`src/rtl/refslew_pkg.sv`:
```
package refslew_pkg;
  typedef enum logic [1:0] {
    PH_IDLE = 2'd0,
    PH_BOOT = 2'd1,
    PH_RUN  = 2'd2
  } phase_e;

  typedef enum logic [1:0] {
    RT_SOFT = 2'd0,
    RT_SLOW = 2'd1,
    RT_FAST = 2'd2
  } rate_e;
endpackage

```
`src/rtl/refslew_prescaler.sv`:
```
module refslew_prescaler
  import refslew_pkg::*;
#(
  parameter int SOFT_DIV = 4,
  parameter int SLOW_DIV = 4,
  parameter int FAST_DIV = 1
) (
  input  logic  clk,
  input  logic  rst,
  input  rate_e rate,
  input  logic  tick,
  input  logic  restart,
  output logic  step
);
  localparam int MAX_A   = (SOFT_DIV > SLOW_DIV) ? SOFT_DIV : SLOW_DIV;
  localparam int MAX_DIV = (MAX_A > FAST_DIV) ? MAX_A : FAST_DIV;
  localparam int CNT_W   = (MAX_DIV > 1) ? $clog2(MAX_DIV) : 1;

  logic [CNT_W:0] div_val;

  always_comb begin
    unique case (rate)
      RT_FAST: div_val = (CNT_W+1)'(FAST_DIV);
      RT_SLOW: div_val = (CNT_W+1)'(SLOW_DIV);
      default: div_val = (CNT_W+1)'(SOFT_DIV);
    endcase
  end

  generate
    if (MAX_DIV > 1) begin : g_count
      logic [CNT_W-1:0] cnt_q;
      logic             last;

      assign last = ((CNT_W+1)'(cnt_q) >= (div_val - (CNT_W+1)'(1)));
      assign step = tick && !restart && last;

      always_ff @(posedge clk) begin
        if (rst || restart) begin
          cnt_q <= '0;
        end else if (tick) begin
          if (last) cnt_q <= '0;
          else      cnt_q <= cnt_q + 1'b1;
        end
      end
    end else begin : g_direct
      logic unused_div;
      assign unused_div = ^div_val;
      assign step = tick && !restart;
    end
  endgenerate
endmodule

```
`src/rtl/refslew_sequencer.sv`:
```
module refslew_sequencer
  import refslew_pkg::*;
#(
  parameter int CODE_W    = 8,
  parameter int BOOT_CODE = 170
) (
  input  logic              clk,
  input  logic              rst,
  input  logic              start,
  input  logic              cmd_valid,
  input  logic [CODE_W-1:0] cmd_code,
  input  logic              cmd_fast,
  input  logic [CODE_W-1:0] ref_q,
  output phase_e            state_q,
  output logic              active_d,
  output logic [CODE_W-1:0] tgt_q,
  output logic [CODE_W-1:0] tgt_d,
  output rate_e             rate_q,
  output logic              restart
);
  localparam logic [CODE_W-1:0] BOOT_C = CODE_W'(BOOT_CODE);

  phase_e state_d;
  rate_e  rate_d;

  always_comb begin
    state_d = state_q;
    tgt_d   = tgt_q;
    rate_d  = rate_q;
    restart = 1'b0;
    unique case (state_q)
      PH_IDLE: begin
        restart = 1'b1;
        if (start) begin
          state_d = PH_BOOT;
          tgt_d   = BOOT_C;
          rate_d  = RT_SOFT;
        end
      end
      PH_BOOT: begin
        if (ref_q == tgt_q) state_d = PH_RUN;
      end
      PH_RUN: begin
        if (cmd_valid && (cmd_code != tgt_q)) begin
          tgt_d   = cmd_code;
          rate_d  = cmd_fast ? RT_FAST : RT_SLOW;
          restart = 1'b1;
        end
      end
      default: state_d = PH_IDLE;
    endcase
  end

  assign active_d = (state_d != PH_IDLE);

  always_ff @(posedge clk) begin
    if (rst) begin
      state_q <= PH_IDLE;
      tgt_q   <= '0;
      rate_q  <= RT_SOFT;
    end else begin
      state_q <= state_d;
      tgt_q   <= tgt_d;
      rate_q  <= rate_d;
    end
  end
endmodule

```
`src/rtl/refslew_stepper.sv`:
```
module refslew_stepper #(
  parameter int CODE_W = 8
) (
  input  logic              clk,
  input  logic              rst,
  input  logic              step,
  input  logic [CODE_W-1:0] tgt_q,
  input  logic [CODE_W-1:0] tgt_d,
  input  logic              active_d,
  output logic [CODE_W-1:0] ref_q,
  output logic              at_q
);
  logic [CODE_W-1:0] ref_d;

  always_comb begin
    ref_d = ref_q;
    if (step) begin
      if (ref_q < tgt_q)      ref_d = ref_q + 1'b1;
      else if (ref_q > tgt_q) ref_d = ref_q - 1'b1;
    end
  end

  always_ff @(posedge clk) begin
    if (rst) begin
      ref_q <= '0;
      at_q  <= 1'b0;
    end else begin
      ref_q <= ref_d;
      at_q  <= active_d && (ref_d == tgt_d);
    end
  end
endmodule

```
`src/rtl/refslew_top.sv`:
```
module refslew_top
  import refslew_pkg::*;
#(
  parameter int CODE_W    = 8,
  parameter int BOOT_CODE = 170,
  parameter int SOFT_DIV  = 4,
  parameter int SLOW_DIV  = 4,
  parameter int FAST_DIV  = 1
) (
  input  logic              clk,
  input  logic              rst,
  input  logic              start,
  input  logic              cmd_valid,
  input  logic [CODE_W-1:0] cmd_code,
  input  logic              cmd_fast,
  input  logic              us_tick,
  output logic [CODE_W-1:0] ref_code,
  output logic              at_target
);
  phase_e            state_q;
  rate_e             rate_q;
  logic              active_d;
  logic              restart;
  logic              step;
  logic [CODE_W-1:0] tgt_q;
  logic [CODE_W-1:0] tgt_d;

  refslew_sequencer #(
    .CODE_W   (CODE_W),
    .BOOT_CODE(BOOT_CODE)
  ) u_seq (
    .clk      (clk),
    .rst      (rst),
    .start    (start),
    .cmd_valid(cmd_valid),
    .cmd_code (cmd_code),
    .cmd_fast (cmd_fast),
    .ref_q    (ref_code),
    .state_q  (state_q),
    .active_d (active_d),
    .tgt_q    (tgt_q),
    .tgt_d    (tgt_d),
    .rate_q   (rate_q),
    .restart  (restart)
  );

  refslew_prescaler #(
    .SOFT_DIV(SOFT_DIV),
    .SLOW_DIV(SLOW_DIV),
    .FAST_DIV(FAST_DIV)
  ) u_pre (
    .clk    (clk),
    .rst    (rst),
    .rate   (rate_q),
    .tick   (us_tick),
    .restart(restart),
    .step   (step)
  );

  refslew_stepper #(
    .CODE_W(CODE_W)
  ) u_step (
    .clk     (clk),
    .rst     (rst),
    .step    (step),
    .tgt_q   (tgt_q),
    .tgt_d   (tgt_d),
    .active_d(active_d),
    .ref_q   (ref_code),
    .at_q    (at_target)
  );
endmodule

```
`config.mk`:
```
export PLATFORM = sky130hd
export DESIGN_NAME = refslew_top
export DESIGN_NICKNAME = d
export VERILOG_FILES = /design/src/rtl/refslew_pkg.sv /design/src/rtl/refslew_prescaler.sv /design/src/rtl/refslew_sequencer.sv /design/src/rtl/refslew_stepper.sv /design/src/rtl/refslew_top.sv
export SDC_FILE = /design/constraint.sdc
export NUM_CORES = 1
export LEC_CHECK = 0
export BUFFER_PORTS_ARGS = -buffer_cell sky130_fd_sc_hd__buf_2
export CELL_PAD_IN_SITES_DETAIL_PLACEMENT = 1
export CELL_PAD_IN_SITES_GLOBAL_PLACEMENT = 1
export CORE_MARGIN = 1
export CORE_UTILIZATION = 46
export DETAILED_ROUTE_END_ITERATION = 10
export GPL_ROUTABILITY_DRIVEN = 0
export GPL_TIMING_DRIVEN = 0
export PLACE_DENSITY = 0.88
export SYNTH_ARGS = -nofsm -noshare
export SYNTH_HDL_FRONTEND = slang
export SYNTH_SLANG_ARGS = --single-unit
export TNS_END_PERCENT = 30
```
`constraint.sdc`:
```
create_clock -name clk -period 5.26 [get_ports clk]
set_clock_uncertainty 0.1 [all_clocks]
set_input_delay 0.789 -clock clk [delete_from_list [all_inputs] [get_ports clk]]
set_output_delay 0.789 -clock clk [all_outputs]
set_load 0.05 [all_outputs]
```
==> out/results.ini <==
[sta]
fmax_mhz = 345
hold-worst-slack_ps = 401
rsz0062_at_grt = no
min_period_ps = 2900
final.setup.worst_slack_ps = 2360
worstMarginPinSlew_ps = 673
drv_slew = 0
finalSetupViolCount = 0
fin_setup_tns_ps = 0
slew_headroom_pct = 54.0
hold_viol = 0
min_period_over_period_pct = 55.1

[run]
max_cap_viol_count = 0

[clock_network]
clock_sink_count = 23
cts_tree = done
ctsHoldBuffers = 0
root_buffer = clkbuf_8
cts-buffers-inserted = 3
ctsResizeCount = 0
post_cts_buffers = 0
clk_pin_slew_ps = 90
clockBufferDepth = 2
h-tree-depth = 1
clkLatencyLatePin_ps = 270

[route]
ant_nets = 0
drt_wl_total_um = 4900
vias_per_cell = 5.71
num_vias = 1587
wire_per_inst_um = 17.6
firstDrtPassIters = 4
drt_iter0_markers = 90
route.detailed.drc = 0

[finish]
fill_cells = 439
utilization_pct = 55.8
syn_to_final_growth_pct = 12.4
nNetsFinal = 259
antenna_cells = 0
final_layout_size_suffix_gt1_share_pct = 18.1

[setup_path]
crit_path_end_kind = flop
reg2regPathDepth = 10
worstPathArrival_ps = 2960
r2r_slack_ps = 2360
crit_path_end = u_step.at_q
regToRegStartpoint = u_seq.tgt_q[1]
crit_type = reg2reg
crit_fanout = 5
required_ps = 5330
reg2reg_to = u_step.at_q
crit_start = u_seq.tgt_q[1]
critPathLaunchType = flop

[synthesis]
yosysTopAreaCellShare_pct = 26.7
synth_area_per_cell_um2 = 8.36
synthTopCellsByArea = dfxtp_1, xor2_1, ha_1
syn_inst = 206
ys.flop_type = dfxtp_1
synth-edff-count = 0
syn_nets = 232
ys_ff_latch = 23
ys_types = 40
yosysMostFrequentCell = nor2_1
ys_async_sr_fraction_pct = 0
netlist_area_mm2 = 0.00172
yosysTopAreaCell = dfxtp_1
synth_common_cells = nor2_1, dfxtp_1, xor2_1
yosysWarnings = 0
yosysSeqAreaShare_pct = 26.7

[floorplan]
die_h_um = 63.2
row_count = 21
die_x_um = 63.2
io_pins = 23
coreArea_mm2 = 0.00347
die_area_mm2 = 0.00399
start_util_pct = 49.6

[placement]
place_hpwl_um = 3850
place_ws_ps = 2210
port_buffers = 22

[global_routing]
use_met3_pct = 4.71
grt_pass1_wl_um = 8030
antenna_found_initial = 0
overflow = 0
grt_max_degree = 13
grt_use_met1_pct = 31.6
gr-usage-met2_pct = 47.8
track_usage_pct = 26.3
grt.busiest_layer = met2
first_global_vias = 1655

[power]
power.density_mw_per_mm2 = 218
vdd_drop_max_v = 0.000173
p_leak_nw = 0.834

[outcome]
status = finished, final reports clean

[hold_path]
hold_class = reg2reg

## registers in the layout, summed over array words and instances (netlist names)
| signal | count |
|---|---|
| u_pre.g_count.cnt_q | 2 |
| u_seq.rate_q | 2 |
| u_step.ref_q | 8 |
| u_step.at_q | 1 |
| u_seq.state_q | 2 |
| u_seq.tgt_q | 8 |
## worst max-delay path, cell delays in order, from the launching register on
cell      delay [ps]
dfxtp_1          390
inv_1             70
ha_1             290
nor2b_1          140
o211ai_1         150
a21oi_1          390
nor2_1           140
and3_1           240
nor4_2           380
xor2_1           130
nor4_2           370
## where the power goes
part / switching, mW / total, mW / leakage, nW / internal (mW)
clock: 0.0618 / 0.116 / 0.0228 / 0.0543
sequential: 0.00515 / 0.186 / 0.187 / 0.181
combinational: 0.0752 / 0.120 / 0.625 / 0.0449
total: 0.142 / 0.422 / 0.834 / 0.280
## layer usage
layer	vias to the layer above	routed length, um
met1	774	2150
met5	-	0
met3	8	164
met2	34	2520
met4	0	63
li1	771	-
## worst min path at each step
stage | from | end | slack [ps] | cells past startpoint
finish | u_seq.rate_q[0] | u_seq.rate_q[0] | 400 | 2
global route | u_seq.rate_q[0] | u_seq.rate_q[0] | 450 | 2
CTS | u_seq.rate_q[0] | u_seq.rate_q[0] | 410 | 2
detailed placement | u_seq.rate_q[0] | u_seq.rate_q[0] | 380 | 2
global placement | u_seq.rate_q[1] | u_seq.rate_q[1] | 370 | 2
floorplan | u_seq.rate_q[1] | u_seq.rate_q[1] | 350 | 2
## stage by stage
stage               cells  area [um^2]  total power, mW
finish                278         1930            0.422
global route          278         1930            0.441
CTS                   278         1930            0.424
detailed placement    274         1890            0.308
global placement      274         1890            0.301
floorplan             206         1720            0.274
## cell type report
cell class,count,area (um^2),area share (%)
buffer,7,42.5,2.20
clock buffer,4,45.0,2.33
inverter,13,48.8,2.52
multi-input combinational,163,1170,60.5
sequential,23,460,23.8
tap,46,57.6,2.98
timing repair buffer,22,110,5.69
## cells in the final DEF (no fill, tap or decap), types with 4 or more instances in the layout
| cell | synthesis | final |
|---|---|---|
| or2_2 | 5 | 5 |
| nand2_1 | 5 | 5 |
| nor2_1 | 28 | 28 |
| o21ai_0 | 6 | 6 |
| nand2b_1 | 4 | 4 |
| xor2_1 | 19 | 19 |
| buf_2 | 1 | 23 |
| clkbuf_1 | 4 | 5 |
| a21oi_1 | 15 | 15 |
| ha_1 | 12 | 12 |
| dfxtp_1 | 23 | 23 |
| nand4_1 | 4 | 4 |
| and3_1 | 4 | 4 |
| inv_1 | 13 | 13 |
| xnor2_1 | 9 | 9 |
| mux2i_1 | 7 | 7 |
| nor3_1 | 8 | 8 |
## logic make-up after synthesis
family / synth area share, %
compound gates: 12.9
xor+xnor: 14.2
fa+ha+maj: 8.72
buf+inv: 5.30
flops: 26.7
mux: 5.38
simple gates: 26.7
(Power assumes the default switching activity.)
